**src/rtl/eprom_rd_pkg.sv**
```systemverilog
`timescale 1ns/1ps
// Shared types and timing helpers for the EPROM read sequencer.
// Assumes all timing values are positive integers in nanoseconds.
package eprom_rd_pkg;

    typedef enum logic [1:0] {
        ST_IDLE   = 2'd0,
        ST_ACCESS = 2'd1,
        ST_FLOAT  = 2'd2
    } rd_state_e;

    // Converts a time in ns to whole clock cycles, rounding up.
    function automatic int ns_to_cyc(input int t_ns, input int clk_ns);
        return (t_ns + clk_ns - 1) / clk_ns;
    endfunction

    // Returns the larger of two integers.
    function automatic int imax(input int a, input int b);
        return (a > b) ? a : b;
    endfunction

    // Returns the smaller of two integers.
    function automatic int imin(input int a, input int b);
        return (a < b) ? a : b;
    endfunction

endpackage

```
**src/rtl/eprom_rd_timer.sv**
```systemverilog
`timescale 1ns/1ps
// Cycle counter shared by the access and float phases.
// Assumes the sequencer clears it at each phase boundary.
module eprom_rd_timer #(
    parameter int CNT_W = 5
) (
    input  logic             clk,
    input  logic             rst_n,
    input  logic             clr_i,
    output logic [CNT_W-1:0] cnt_o
);

    logic [CNT_W-1:0] cnt_q;

    // Counts cycles within the current phase, restarting on clear.
    always_ff @(posedge clk) begin
        if (!rst_n || clr_i) begin
            cnt_q <= '0;
        end else begin
            cnt_q <= cnt_q + CNT_W'(1);
        end
    end

    assign cnt_o = cnt_q;

endmodule

```
**src/rtl/eprom_rd_seq.sv**
```systemverilog
`timescale 1ns/1ps
// Phase sequencer: idle, access, float. Drives both device enables.
// Assumes 0 <= G_DLY < ACC_CYC and DF_CYC >= 1.
module eprom_rd_seq
    import eprom_rd_pkg::*;
#(
    parameter int CNT_W   = 5,
    parameter int ACC_CYC = 20,
    parameter int G_DLY   = 10,
    parameter int DF_CYC  = 6
) (
    input  logic             clk,
    input  logic             rst_n,
    input  logic             req_i,
    input  logic [CNT_W-1:0] cnt_i,
    output logic             cnt_clr_o,
    output logic             accept_o,
    output logic             capture_o,
    output logic             busy_o,
    output logic             ce_n_o,
    output logic             oe_n_o
);

    localparam logic [CNT_W-1:0] LAST_ACC   = CNT_W'(ACC_CYC - 1);
    localparam logic [CNT_W-1:0] LAST_DF    = CNT_W'(DF_CYC - 1);
    localparam bit               OE_WITH_CE = (G_DLY == 0);
    localparam logic [CNT_W-1:0] OE_AT      = CNT_W'(OE_WITH_CE ? 0 : G_DLY - 1);

    rd_state_e state_q, state_d;
    logic      accept, capture, float_done, oe_due;
    logic      ce_n_q, oe_n_q;

    // Decodes the phase events from the state and the cycle count.
    always_comb begin
        accept     = (state_q == ST_IDLE) && req_i;
        capture    = (state_q == ST_ACCESS) && (cnt_i == LAST_ACC);
        float_done = (state_q == ST_FLOAT) && (cnt_i == LAST_DF);
        oe_due     = (state_q == ST_ACCESS) && !OE_WITH_CE && (cnt_i == OE_AT);
    end

    // Chooses the next phase.
    always_comb begin
        state_d = state_q;
        unique case (state_q)
            ST_IDLE:   if (accept)     state_d = ST_ACCESS;
            ST_ACCESS: if (capture)    state_d = ST_FLOAT;
            ST_FLOAT:  if (float_done) state_d = ST_IDLE;
            default:                   state_d = ST_IDLE;
        endcase
    end

    // Holds the current phase.
    always_ff @(posedge clk) begin
        if (!rst_n) begin
            state_q <= ST_IDLE;
        end else begin
            state_q <= state_d;
        end
    end

    // Chip select: low from acceptance to the sample edge.
    always_ff @(posedge clk) begin
        if (!rst_n) begin
            ce_n_q <= 1'b1;
        end else if (accept) begin
            ce_n_q <= 1'b0;
        end else if (capture) begin
            ce_n_q <= 1'b1;
        end
    end

    // Output gate: low from G_DLY cycles after the select to the sample edge.
    always_ff @(posedge clk) begin
        if (!rst_n) begin
            oe_n_q <= 1'b1;
        end else if (accept) begin
            oe_n_q <= !OE_WITH_CE;
        end else if (capture) begin
            oe_n_q <= 1'b1;
        end else if (oe_due) begin
            oe_n_q <= 1'b0;
        end
    end

    assign cnt_clr_o = (state_q == ST_IDLE) || capture || float_done;
    assign accept_o  = accept;
    assign capture_o = capture;
    assign busy_o    = (state_q != ST_IDLE);
    assign ce_n_o    = ce_n_q;
    assign oe_n_o    = oe_n_q;

endmodule

```
**src/rtl/eprom_rd_path.sv**
```systemverilog
`timescale 1ns/1ps
// Address and data registers with the result strobe.
// Assumes the device bus is settled at each capture edge.
module eprom_rd_path #(
    parameter int ADDR_W = 12,
    parameter int DATA_W = 8
) (
    input  logic              clk,
    input  logic              rst_n,
    input  logic              accept_i,
    input  logic              capture_i,
    input  logic [ADDR_W-1:0] addr_i,
    input  logic [DATA_W-1:0] mem_q_i,
    output logic [ADDR_W-1:0] mem_addr_o,
    output logic [DATA_W-1:0] rdata_o,
    output logic              rvalid_o
);

    logic [ADDR_W-1:0] addr_q;
    logic [DATA_W-1:0] rdata_q;
    logic              rvalid_q;

    // Latches the request address; held until the next acceptance.
    always_ff @(posedge clk) begin
        if (!rst_n) begin
            addr_q <= '0;
        end else if (accept_i) begin
            addr_q <= addr_i;
        end
    end

    // Samples the device bus at the end of the access.
    always_ff @(posedge clk) begin
        if (!rst_n) begin
            rdata_q <= '0;
        end else if (capture_i) begin
            rdata_q <= mem_q_i;
        end
    end

    // Raises the result strobe for the one cycle after the sample.
    always_ff @(posedge clk) begin
        if (!rst_n) begin
            rvalid_q <= 1'b0;
        end else begin
            rvalid_q <= capture_i;
        end
    end

    assign mem_addr_o = addr_q;
    assign rdata_o    = rdata_q;
    assign rvalid_o   = rvalid_q;

endmodule

```
**src/rtl/eprom_rd_ctrl.sv**
```systemverilog
`timescale 1ns/1ps
// Read sequencer for an asynchronous 4K x 8 EPROM.
// Turns the nanosecond timings into rounded-up cycle counts and wires the
// timer, sequencer and register path together.
// Assumes the device data bus is used only by this block or by parts whose
// selects are exclusive.
module eprom_rd_ctrl
    import eprom_rd_pkg::*;
#(
    parameter int ADDR_W   = 12,
    parameter int DATA_W   = 8,
    parameter int CLK_NS   = 10,
    parameter int T_ACC_NS = 200,
    parameter int T_OE_NS  = 100,
    parameter int T_DF_NS  = 60
) (
    input  logic              clk,
    input  logic              rst_n,
    input  logic              req_i,
    input  logic [ADDR_W-1:0] addr_i,
    output logic              busy_o,
    output logic [DATA_W-1:0] rdata_o,
    output logic              rvalid_o,
    output logic [ADDR_W-1:0] mem_addr_o,
    output logic              mem_ce_n_o,
    output logic              mem_oe_n_o,
    input  logic [DATA_W-1:0] mem_q_i
);

    localparam int ACC_CYC = imax(1, ns_to_cyc(T_ACC_NS, CLK_NS));
    localparam int OE_CYC  = imin(ACC_CYC, imax(1, ns_to_cyc(T_OE_NS, CLK_NS)));
    localparam int DF_CYC  = imax(1, ns_to_cyc(T_DF_NS, CLK_NS));
    localparam int G_DLY   = ACC_CYC - OE_CYC;
    localparam int CNT_W   = $clog2(imax(ACC_CYC, DF_CYC) + 1);

    logic [CNT_W-1:0] cnt;
    logic             cnt_clr, accept, capture;

    eprom_rd_timer #(
        .CNT_W (CNT_W)
    ) u_timer (
        .clk   (clk),
        .rst_n (rst_n),
        .clr_i (cnt_clr),
        .cnt_o (cnt)
    );

    eprom_rd_seq #(
        .CNT_W   (CNT_W),
        .ACC_CYC (ACC_CYC),
        .G_DLY   (G_DLY),
        .DF_CYC  (DF_CYC)
    ) u_seq (
        .clk       (clk),
        .rst_n     (rst_n),
        .req_i     (req_i),
        .cnt_i     (cnt),
        .cnt_clr_o (cnt_clr),
        .accept_o  (accept),
        .capture_o (capture),
        .busy_o    (busy_o),
        .ce_n_o    (mem_ce_n_o),
        .oe_n_o    (mem_oe_n_o)
    );

    eprom_rd_path #(
        .ADDR_W (ADDR_W),
        .DATA_W (DATA_W)
    ) u_path (
        .clk        (clk),
        .rst_n      (rst_n),
        .accept_i   (accept),
        .capture_i  (capture),
        .addr_i     (addr_i),
        .mem_q_i    (mem_q_i),
        .mem_addr_o (mem_addr_o),
        .rdata_o    (rdata_o),
        .rvalid_o   (rvalid_o)
    );

endmodule

```
**config.mk**
```make
export PLATFORM = sky130hd
export DESIGN_NAME = eprom_rd_ctrl
export DESIGN_NICKNAME = d
export VERILOG_FILES = /design/src/rtl/eprom_rd_pkg.sv /design/src/rtl/eprom_rd_timer.sv /design/src/rtl/eprom_rd_seq.sv /design/src/rtl/eprom_rd_path.sv /design/src/rtl/eprom_rd_ctrl.sv
export SDC_FILE = /design/constraint.sdc
export NUM_CORES = 1
export LEC_CHECK = 0
export ABC_AREA = 1
export BUFFER_PORTS_ARGS = -buffer_cell sky130_fd_sc_hd__buf_4
export CAP_MARGIN = 5
export CORE_UTILIZATION = 46
export CTS_CLUSTER_SIZE = 24
export DETAILED_ROUTE_END_ITERATION = 7
export PLACE_DENSITY_LB_ADDON = 0.25
export SYNTH_ARGS = -nofsm -noshare
export SYNTH_HDL_FRONTEND = slang
export SYNTH_SLANG_ARGS = --single-unit
```
**constraint.sdc**
```tcl
create_clock -name clk -period 1.49 [get_ports clk]
set_clock_uncertainty 0.1 [all_clocks]
set_input_delay 0.298 -clock clk [delete_from_list [all_inputs] [get_ports clk]]
set_output_delay 0.298 -clock clk [all_outputs]
set_load 0.02 [all_outputs]
```
After elaboration in Yosys (flattened, before gate mapping). Index checks and enable logic that the tools add are counted.

Register bits after elaboration: 30. Bits of input ports: 23. Output and inout port bits: 24. Logic and storage cells: 36.

Add/sub/neg operators: 1. Equality and inequality tests: 8. Mux-type cells: 6. Bitwise gates (word level): 1. Reduce and logical (&&, ||, !) cells: 13.

Operators by type and width (count): $mux W2 (3); $pmux W2 S3 (1); $add A5 B1 Y5 const B (1); $eq A5 B3 Y1 const B (1); $eq A5 B4 Y1 const B (1); $eq A5 B5 Y1 const B (1); $logic_and A1 B1 Y1 (4); $ne A2 B1 Y1 const B (2); $reduce_bool A2 Y1 (2); $logic_or A1 B1 Y1 (3); $reduce_and A3 Y1 (1); $reduce_or A3 Y1 (1); $eq A2 B1 Y1 const B (1); $eq A2 B2 Y1 const B (1); $logic_not A2 Y1 (1); $mux W1 (2); $ne A2 B2 Y1 const B (1); $logic_not A1 Y1 (1); $not A1 Y1 (1).

Depth between registers and ports, before layout. Gate-level depths: netlist of run 1.

Depth in word-level cells: 5. Mapped depth: 9. Mapped depth without buffers: 9.

Hierarchy. A second synthesis of run 1 with hierarchy kept.

Cell total of the unflattened synthesis: 193. Area, all modules: 1311.3 um2.

Modules (own cells, without submodules): eprom_rd_path (times used 1, cells each 129, area each 860.8 um2, sequential area each 420.4 um2); eprom_rd_seq (times used 1, cells each 38, area each 245.2 um2, sequential area each 80.1 um2); eprom_rd_timer (times used 1, cells each 26, area each 205.2 um2, sequential area each 100.1 um2).

Least setup slack after synthesis of run 1. No wires, ideal clock.

Path kind: register to register. Start point: reg u_timer.cnt_q[0] (netlist: u_timer.cnt_o[0]). End point: reg u_timer.cnt_q[0] (netlist: u_timer.cnt_o[0]). Library setup time: 0.116 ns. Arrival time: 1.089 ns. Required time: 1.274 ns. Setup slack: 0.185 ns. Cell stages (with the launch flop): 9. Buffers on the path: 0. Period minus slack after synthesis: 1.305 ns. Cell sequence: dfxtp_1 ha_1 inv_1 nor2_4 nand3_4 nand2_4 inv_8 nand2_4 nor2_1.

Word-level cells in the longest chain between the ends: 5. Elaborated cells on any way between the ends: 8. Classes of those cells: 1 x add/sub; 2 x eq/ne; 5 x reduce/logical.

Ends and longest elaborated chain: from (decl) (line eprom_rd_timer.sv:13) `logic [CNT_W-1:0] cnt_q;`; from (signal assigned) (line eprom_rd_timer.sv:20) `cnt_q <= cnt_q + CNT_W'(1);`; branches (longest 5 deep; another with $add A5 B1 Y5).

Several ways; the timed one is not identified. A chain may end at the register's enable or synchronous reset.

Final worst setup path of run 1.
Start point: reg u_seq.state_q[1]. End point: out busy_o.

Word-level cells in the longest chain between the ends: 1.

Ends and longest elaborated chain: from (decl) (line eprom_rd_seq.sv:29) `rd_state_e state_q, state_d;`; from (signal assigned) (line eprom_rd_seq.sv:57) `state_q <= state_d;`; $reduce_bool A2 Y1 (line eprom_rd_seq.sv:88) `assign busy_o = (state_q != ST_IDLE);`; to (decl) (line eprom_rd_ctrl.sv:21) `output logic busy_o,`.

No other way between the ends.

==> impl_metrics.toml, run 1 <==
[power_and_ir_drop]
irDropWorstVdd_mv = 1.20
power_switching_share = 0.221
seq_power_share = 0.440
p_total_mw = 1.94
p_clk_frac = 0.436
p_leak_nw = 0.808
pwr_density_cell_nw_per_um2 = 1190
p_comb_frac = 0.124
internal_power_mw = 1.51
switching_power_mw = 0.429

[sta]
drv_slew = 0
timing.fmax_mhz = 710
setup_violations = 0
tns_ns = 0
tightest_slew_ns = 0.253
fin_crit_sh = 0.945
maxSlewHeadroom = 0.831
period_minus_slack_ns = 1.41
rsz0062_at_grt = "no"
hold_slack_ns = 0.0475
finalHoldViolCount = 0

[place]
post_dp_cell_area_um2 = 1520
post-dp-hpwl_um = 1810
portBuffers = 46
gp_congestion = 0.699

[final_layout]
finalInstanceArea_um2 = 1640
final_util = 0.713
diodes = 0
area.growth.synth_to_final_pct = 41.2
drive_gt1_frac = 0.351
layout.nets = 218
final.fill_count = 185

[logic_synthesis]
synthesis.area_um2 = 1160
avgSynthCellArea_um2 = 8.11
yosysSeqAreaShare = 0.518
syn_inst = 143
ys_types = 20
synth_warnings = 0
ys_ff_latch = 30
syn_nets = 168

[floorplanning]
die_area_um2 = 2730
core_region_area_um2 = 2300
top_level_ports = 47
die_w_um = 52.2
row_count = 17
die_h_um = 52.2
initial_core_util = 0.505

[clock_network]
clk_path_buf_depth = 2
clock-sinks = 30
cts_tree = "done"
clkTransAtPathRegs_ns = 0.10
htree_levels = 2
numCtsBuffers = 5
clock_latency_ns = 0.33
cts-root-buf = "clkbuf_4"
cts_setup_buffers = 0

[detailed_routing]
totalWireLength_um = 2440
drt_iter0_drc = 20
via_count = 1043
drc = 0
ant_nets = 0
dr.pass1.iters = 4
routed_via_density = 4.70
wl_per_cell_um = 11.0

[grt]
grt_pass1_vias = 929
grt_max_degree = 16
antenna_found_initial = 0
grt_pass1_wl_um = 3840
grt_usage = 0.204
grt_overflow = 0

[hold_path]
min-delay-start = "mem_q_i[7]"
hold_class = "primary input to flop"

[critical_path]
crit_path_start_kind = "flop"
crit_start = "u_seq.state_q[1]$_SDFFE_PN0P_"
crit_path_max_fanout = 3
critical_path_class = "flop to output port"
end_kind = "output port"
crit_required_ns = 1.09
worstPathArrival_ns = 1.01
r2r_start = "u_timer.cnt_o[1]$_SDFF_PP0_"

[flow_run]
cap_violations = 0

[outcome]
status = "complete, no violations"
-- timing repair --
item / in CTS / in global routing
hold buffers: 0 / 0
endpoints found under the setup margin: 0 / 5
resized for setup: 0 / 2
-- power by group through the flow --
stage / Sequential, mW / Combinational [mW] / Clock [mW]
2_1_floorplan: 0.911 / 0.0936 / 0
3_3_place_gp: 0.872 / 0.236 / 0
3_5_place_dp: 0.875 / 0.242 / 0
4_1_cts: 0.856 / 0.243 / 0.866
5_1_grt: 0.860 / 0.263 / 0.906
6_report: 0.856 / 0.241 / 0.846
-- metal layers --
layer / track usage / vias up / wire [um]
met4: 0.158 / 0 / 74
li1: - / 539 / -
met1: 0.212 / 451 / 984
met2: 0.340 / 45 / 1200
met3: 0.0638 / 8 / 177
met5: 0 / - / 0
-- cell families after synthesis --
logic type	after synthesis	share of synthesized area
AND/OR/NAND/NOR	79	0.321
flip-flops	30	0.518
AO/OA/AOI/OAI	15	0.0647
buffers and inverters	15	0.0593
XOR/XNOR	2	0.0151
adder cells (fa/ha/maj)	2	0.0216
-- path summary, 6_finish.rpt --
kind | slack [ns] | cells after the start | end
min | 0.05 | 3 | u_path.rdata_o[7]$_SDFFE_PN0P_
max reg2reg | 0.11 | 8 | u_timer.cnt_o[2]$_SDFF_PP0_
min reg2reg | 0.34 | 1 | u_timer.cnt_o[0]$_SDFF_PP0_
max | 0.08 | 3 | busy_o
-- through the flow --
stage,cells,worst slack (ns)
floorplan,143,0.185
global placement,214,0.141
detailed placement,214,0.0940
CTS,222,0.0306
global route,222,0.00261
finish,222,0.0824
-- state kept, by name, indices dropped and copies added (netlist names) --
name               count
u_path.rdata_o         8
u_seq.oe_n_o           1
u_path.mem_addr_o     12
u_seq.ce_n_o           1
u_seq.state_q          2
u_timer.cnt_o          5
u_path.rvalid_o        1
-- worst max-delay path: stages, from the launching register on --
cell     delay [ns]
dfxtp_2        0.35
nor2_2         0.11
inv_1          0.07
buf_4          0.15
-- synthesized netlist by cell type --
master / instances / area (um2)
nor2_2: 3 / 18.8
nor2_4: 2 / 22.5
inv_8: 1 / 11.3
buf_2: 1 / 5.00
xor2_1: 2 / 17.5
nand3_1: 5 / 25.0
nor2_8: 1 / 20.0
nand2_2: 1 / 6.26
inv_2: 1 / 3.75
inv_1: 10 / 37.5
nor2_1: 33 / 124
o21ai_0: 13 / 65.1
a21oi_1: 2 / 10.0
nand2_4: 2 / 22.5
clkbuf_1: 1 / 3.75
buf_4: 1 / 7.51
dfxtp_1: 30 / 601
ha_1: 2 / 25.0
nand2_1: 31 / 116
nand3_4: 1 / 17.5
-- final cells by class --
| type | count | area (um2) | area share |
|---|---|---|---|
| Sequential cell | 30 | 603 | 0.368 |
| Multi-Input combinational cell | 98 | 490 | 0.299 |
| Timing Repair Buffer | 46 | 345 | 0.211 |
| Clock inverter | 2 | 60.1 | 0.0367 |
| Inverter | 12 | 52.6 | 0.0321 |
| Clock buffer | 6 | 51.3 | 0.0313 |
| Tap cell | 28 | 35.0 | 0.0214 |
-- placed cells by master (no fill, tap or decap) --
master / synthesis / layout
inv_8: 1 / 1
xor2_1: 2 / 2
dfxtp_1: 30 / 28
nand2_1: 31 / 31
nor2_1: 33 / 33
nand3_1: 5 / 5
dfxtp_2: 0 / 2
o21ai_0: 13 / 13
nand2_4: 2 / 2
clkbuf_8: 0 / 1
buf_4: 1 / 46
inv_2: 1 / 1
nand3_4: 1 / 1
nor2_8: 1 / 1
nand2_2: 1 / 1
nor2_2: 3 / 3
bufinv_16: 0 / 2
nor2_4: 2 / 2
a21oi_1: 2 / 2
ha_1: 2 / 2
clkbuf_4: 0 / 5
inv_1: 10 / 10
Note: power is estimated with default switching activity, not from simulation.
==> run 2, diff against run 1 <==
--- a/config.mk
+++ b/config.mk
@@ -11,7 +11,8 @@
 export CORE_UTILIZATION = 46
 export CTS_CLUSTER_SIZE = 24
 export DETAILED_ROUTE_END_ITERATION = 7
-export PLACE_DENSITY_LB_ADDON = 0.25
+export PLACE_DENSITY = 0.82
+export RECOVER_POWER = 100
 export SYNTH_ARGS = -nofsm -noshare
 export SYNTH_HDL_FRONTEND = slang
 export SYNTH_SLANG_ARGS = --single-unit
==> constraint.sdc (replaced) <==
create_clock -name clk -period 1.6 [get_ports clk]
set_clock_uncertainty 0.1 [all_clocks]
set_input_delay 0.32 -clock clk [delete_from_list [all_inputs] [get_ports clk]]
set_output_delay 0.32 -clock clk [all_outputs]
set_load 0.02 [all_outputs]
==> run 2 against run 1 <==
Non-clock buffer count did not move. First-iteration DRC count decreased by 20%. Flip-flop and latch count did not move. Core utilization fell by 6.9 points. Total power down 27%. Register-to-register slack improved by 0.04 ns. Sequential power is 7.0% lower. Die area unchanged. Critical path depth up 5.
==> impl_metrics.toml, run 2 (synthesis results as in run 1) <==
[detailed_routing]
totalWireLength_um = 2290
drt_iter0_drc = 16
via_count = 1067
wl_per_cell_um = 10.4
ant_nets = 0
routed_via_density = 4.85
drc = 0
dr.pass1.iters = 4

[clock_network]
clkTransAtPathRegs_ns = 0.08
cts_setup_buffers = 0
post_cts_resized = 0
cts-root-buf = "clkbuf_4"
ctsHoldBuffers = 0
clk_path_buf_depth = 2
clock_latency_ns = 0.31
htree_levels = 2
cts_tree = "done"
clock-sinks = 30
numCtsBuffers = 5

[final_layout]
drive_gt1_frac = 0.208
area.growth.synth_to_final_pct = 27.5
layout_common_cells = "nor2_1 (33), nand2_1 (31), dfxtp_1 (30)"
diodes = 0
largest_reg_flops = 12
fin_cells = 220
final_common_cell = "nor2_1"
layout.nets = 218

[critical_path]
r2r_start = "u_timer.cnt_o[0]$_SDFF_PP0_"
r2r_end = "u_timer.cnt_o[2]$_SDFF_PP0_"
worstPathArrival_ns = 1.56
end_kind = "flop"
critical_path_class = "flop to flop"
crit_required_ns = 1.72
crit_path_start_kind = "flop"
r2r_setup_slack_ns = 0.15
crit_path_max_fanout = 10
r2r_cells = 8

[grt]
antenna_found_initial = 0
grt_pass1_wl_um = 3780
grt_overflow = 0
grt_pass1_vias = 947
grt_max_degree = 16
grt_usage = 0.192

[sta]
rsz0062_at_grt = "no"
period_minus_slack_ns = 1.45
tns_ns = 0
setup_slack_ns = 0.153
setup_violations = 0
finalHoldViolCount = 0
drv_slew = 0
hold_slack_ns = 0.0949
timing.fmax_mhz = 691
fin_crit_sh = 0.905
tightest_slew_ns = 0.396
maxSlewHeadroom = 0.736

[floorplanning]
die_w_um = 52.2
initial_core_util = 0.505
core_region_area_um2 = 2300
row_count = 17
die_h_um = 52.2
top_level_ports = 47
die_area_um2 = 2730

[power_and_ir_drop]
seq_power_share = 0.563
internal_power_mw = 1.05
pwr_density_cell_nw_per_um2 = 956
switching_power_mw = 0.362
power_switching_share = 0.256
p_clk_frac = 0.297
p_leak_nw = 0.684
irDropWorstVdd_mv = 0.721
p_comb_frac = 0.140

[place]
portBuffers = 46
pre_cts_ws_ns = 0.187
dp_cells = 214
post-dp-hpwl_um = 1730
gp_congestion = 0.714

[outcome]
status = "complete, no violations"

[hold_path]
min_to = "u_path.rdata_o[2]$_SDFFE_PN0P_"
hold_class = "primary input to flop"
hold_depth = 3
min-delay-start = "mem_q_i[2]"

[flow_run]
cap_violations = 0
-- run 2: power groups by stage --
stage               registers [mW]  logic (mW)  clock network [mW]
floorplan                    0.848      0.0872                   0
CTS                          0.796       0.226               0.432
finish                       0.796       0.198               0.420
detailed placement           0.814       0.225                   0
global route                 0.800       0.221               0.467
global placement             0.813       0.219                   0
-- run 2: metrics by stage --
step	cell area, um2	total power [mW]	util
after detailed placement	1520	1.04	0.663
after CTS	1580	1.45	0.686
after floorplan	1160	0.936	-
after global routing	1480	1.49	0.644
after global placement	1520	1.03	0.663
final	1480	1.41	0.644
-- run 2: worst max path at each step --
stage | end | start
after floorplan | u_timer.cnt_o[0]$_SDFF_PP0_ | u_timer.cnt_o[0]$_SDFF_PP0_
after global placement | u_timer.cnt_o[0]$_SDFF_PP0_ | u_timer.cnt_o[0]$_SDFF_PP0_
after detailed placement | u_timer.cnt_o[0]$_SDFF_PP0_ | u_timer.cnt_o[0]$_SDFF_PP0_
after CTS | busy_o | u_seq.state_q[1]$_SDFFE_PN0P_
after global routing | u_timer.cnt_o[2]$_SDFF_PP0_ | u_timer.cnt_o[0]$_SDFF_PP0_
final | u_timer.cnt_o[2]$_SDFF_PP0_ | u_timer.cnt_o[0]$_SDFF_PP0_
-- run 2: cell type report --
class                   count  area (um2)
clock buffers               6        51.3
fillers                   211         818
inverters                  12        45.0
multi-input cells          98         490
flip-flops and latches     30         601
well taps                  28        35.0
repair buffers             46         256
-- run 2: critical path, stage by stage, from the launching register on --
cell	delay [ns]
dfxtp_1	0.39
ha_1	0.22
inv_1	0.08
nor2_4	0.12
nand3_4	0.13
nand2_4	0.08
inv_2	0.09
nand2_4	0.09
nor2_1	0.05
-- run 2: per-layer routing --
layer,GRT usage,up-vias,part of all wire
met4,0.0921,0,0.012
li1,-,537,-
met3,0.0609,3,0.085
met2,0.335,51,0.46
met5,0,-,0
met1,0.208,476,0.44
==> run 3, diff against run 2 <==
--- a/config.mk
+++ b/config.mk
@@ -8,10 +8,10 @@
 export ABC_AREA = 1
 export BUFFER_PORTS_ARGS = -buffer_cell sky130_fd_sc_hd__buf_4
 export CAP_MARGIN = 5
-export CORE_UTILIZATION = 46
+export CORE_UTILIZATION = 50
 export CTS_CLUSTER_SIZE = 24
 export DETAILED_ROUTE_END_ITERATION = 7
-export PLACE_DENSITY = 0.82
+export PLACE_DENSITY = 0.87
 export RECOVER_POWER = 100
 export SYNTH_ARGS = -nofsm -noshare
 export SYNTH_HDL_FRONTEND = slang
==> constraint.sdc (replaced) <==
create_clock -name clk -period 1.85 [get_ports clk]
set_clock_uncertainty 0.1 [all_clocks]
set_input_delay 0.37 -clock clk [delete_from_list [all_inputs] [get_ports clk]]
set_output_delay 0.37 -clock clk [all_outputs]
set_load 0.02 [all_outputs]
==> run 3 against run 2 <==
Largest cell class unchanged. Non-clock buffer count stayed put. Design area shrank 0.51%. Highest routed layer unchanged. Worst setup slack better by 0.10 ns. Sequential power down 13%. Register-to-register slack improved by 0.13 ns. Combinational power fell by 14%.
==> impl_metrics.toml, run 3 (synthesis results as in run 1) <==
[place]
dp_cells = 214
gp_congestion = 0.742
post-dp-hpwl_um = 1800
post_dp_cell_area_um2 = 1520
portBuffers = 46

[clock_network]
clock-sinks = 30
clock_latency_ns = 0.33
post_cts_resized = 0
cts_tree = "done"
clk_path_buf_depth = 2
cts-root-buf = "clkbuf_4"
clkTransAtPathRegs_ns = 0.09
ctsHoldBuffers = 0
htree_levels = 2
numCtsBuffers = 5
cts_setup_buffers = 0

[final_layout]
layout_common_cells = "nor2_1 (34), nand2_1 (32), dfxtp_1 (30)"
final_common_cell = "nor2_1"
diodes = 0
layout.nets = 218
fin_cells = 221
area.growth.synth_to_final_pct = 26.9
final.fill_count = 208
largest_reg_flops = 12
drive_gt1_frac = 0.197
finalInstanceArea_um2 = 1470
seqCellArea_um2 = 601
multi_input_area_um2 = 480

[detailed_routing]
routed_via_density = 4.69
highest_layer = "met4"
drc = 0
totalWireLength_um = 2410
drt-met1-wl_um = 1030
wl_met2_um = 1180
dr.pass1.iters = 4
drt_iter0_drc = 17
routed-wl-met3_um = 176
ant_nets = 0
via_count = 1036
wl_per_cell_um = 10.9

[critical_path]
crit_start = "u_seq.state_q[1]$_SDFFE_PN0P_"
slowest_delay_ns = 0.43
r2r_start = "u_timer.cnt_o[0]$_SDFF_PP0_"
critical_path_class = "flop to output port"
crit_path_start_kind = "flop"
crit_required_ns = 1.38
worstPathArrival_ns = 1.12
slowest_stage = "dfxtp_1"
r2r_cells = 8
crit_chain = "nor2_2 > inv_1 > clkbuf_1"
crit_path_max_fanout = 3
end_kind = "output port"

[floorplanning]
die_w_um = 50.2
row_count = 17
die_h_um = 50.2
top_level_ports = 47
initial_core_util = 0.529
core_region_area_um2 = 2190
die_area_um2 = 2520

[hold_path]
min-delay-start = "mem_q_i[1]"
hold_class = "primary input to flop"
hold_depth = 3

[power_and_ir_drop]
p_comb_frac = 0.142
irDropWorstVdd_mv = 0.677
internal_power_mw = 0.875
seq_power_share = 0.571
power_switching_share = 0.275
pwr_density_cell_nw_per_um2 = 820
p_clk_frac = 0.288
p_leak_nw = 0.684
switching_power_mw = 0.332

[sta]
tns_ns = 0
setup_violations = 0
maxSlewHeadroom = 0.736
timing.fmax_mhz = 628
drv_slew = 0
fin_crit_sh = 0.861
rsz0062_at_grt = "no"
tightest_slew_ns = 0.394
finalHoldViolCount = 0
period_minus_slack_ns = 1.59

[outcome]
status = "complete, no violations"

[grt]
antenna_found_initial = 0
grt_pass1_wl_um = 3970
grt_usage = 0.218
grt_pass1_vias = 978
grt_max_degree = 16
grt_overflow = 0

[flow_run]
cap_violations = 0
==> run 3: cell types whose count changed in the layout (fill, tap and decap cells not counted), sizes merged <==
cell	delta
clkbuf	-1
clkinv	+2
==> run 3: path summary, 6_finish.rpt <==
check	end	slack, ns
max	busy_o	0.26
min	u_path.rdata_o[1]$_SDFFE_PN0P_	0.13
max reg2reg	u_timer.cnt_o[0]$_SDFF_PP0_	0.28
min reg2reg	u_path.rdata_o[1]$_SDFFE_PN0P_	0.35
==> run 3: metal layers <==
layer,vias up,global-route usage
met1,456,0.229
met5,-,0
met4,0,0.100
li1,539,-
met3,4,0.0909
met2,37,0.376
==> run 3: worst max-delay path, delay by kind of cell, from the launching register on <==
| kind | cells | cell delay [ns] |
|---|---|---|
| flops | 1 | 0.43 |
| buf+inv | 2 | 0.31 |
| simple gates | 1 | 0.06 |
==> run 3: layout make-up <==
| type | count | area share |
|---|---|---|
| clock buffer | 5 | 0.0255 |
| clock inverter | 2 | 0.00680 |
| inverter | 12 | 0.0357 |
| multi-input combinational | 98 | 0.327 |
| sequential | 30 | 0.408 |
| tap | 28 | 0.0238 |
| timing repair buffer | 46 | 0.173 |
==> run 3: per-stage QoR <==
| stage | hold WS, ns | utilization | power [mW] | setup slack [ns] |
|---|---|---|---|---|
| 2_1_floorplan | 0.333 | - | 0.809 | 0.545 |
| 3_5_place_dp | 0.341 | 0.696 | 0.898 | 0.428 |
| 4_1_cts | 0.121 | 0.717 | 1.24 | 0.316 |
| 3_3_place_gp | 0.339 | 0.696 | 0.891 | 0.500 |
| 6_report | 0.130 | 0.672 | 1.21 | 0.256 |
| 5_1_grt | 0.122 | 0.672 | 1.27 | 0.139 |
==> run 3: power groups by stage <==
stage	clock network, mW	registers, mW	logic, mW
3_5_place_dp	0	0.705	0.194
3_3_place_gp	0	0.703	0.188
6_report	0.347	0.689	0.171
5_1_grt	0.387	0.693	0.189
2_1_floorplan	0	0.734	0.0754
4_1_cts	0.361	0.689	0.194
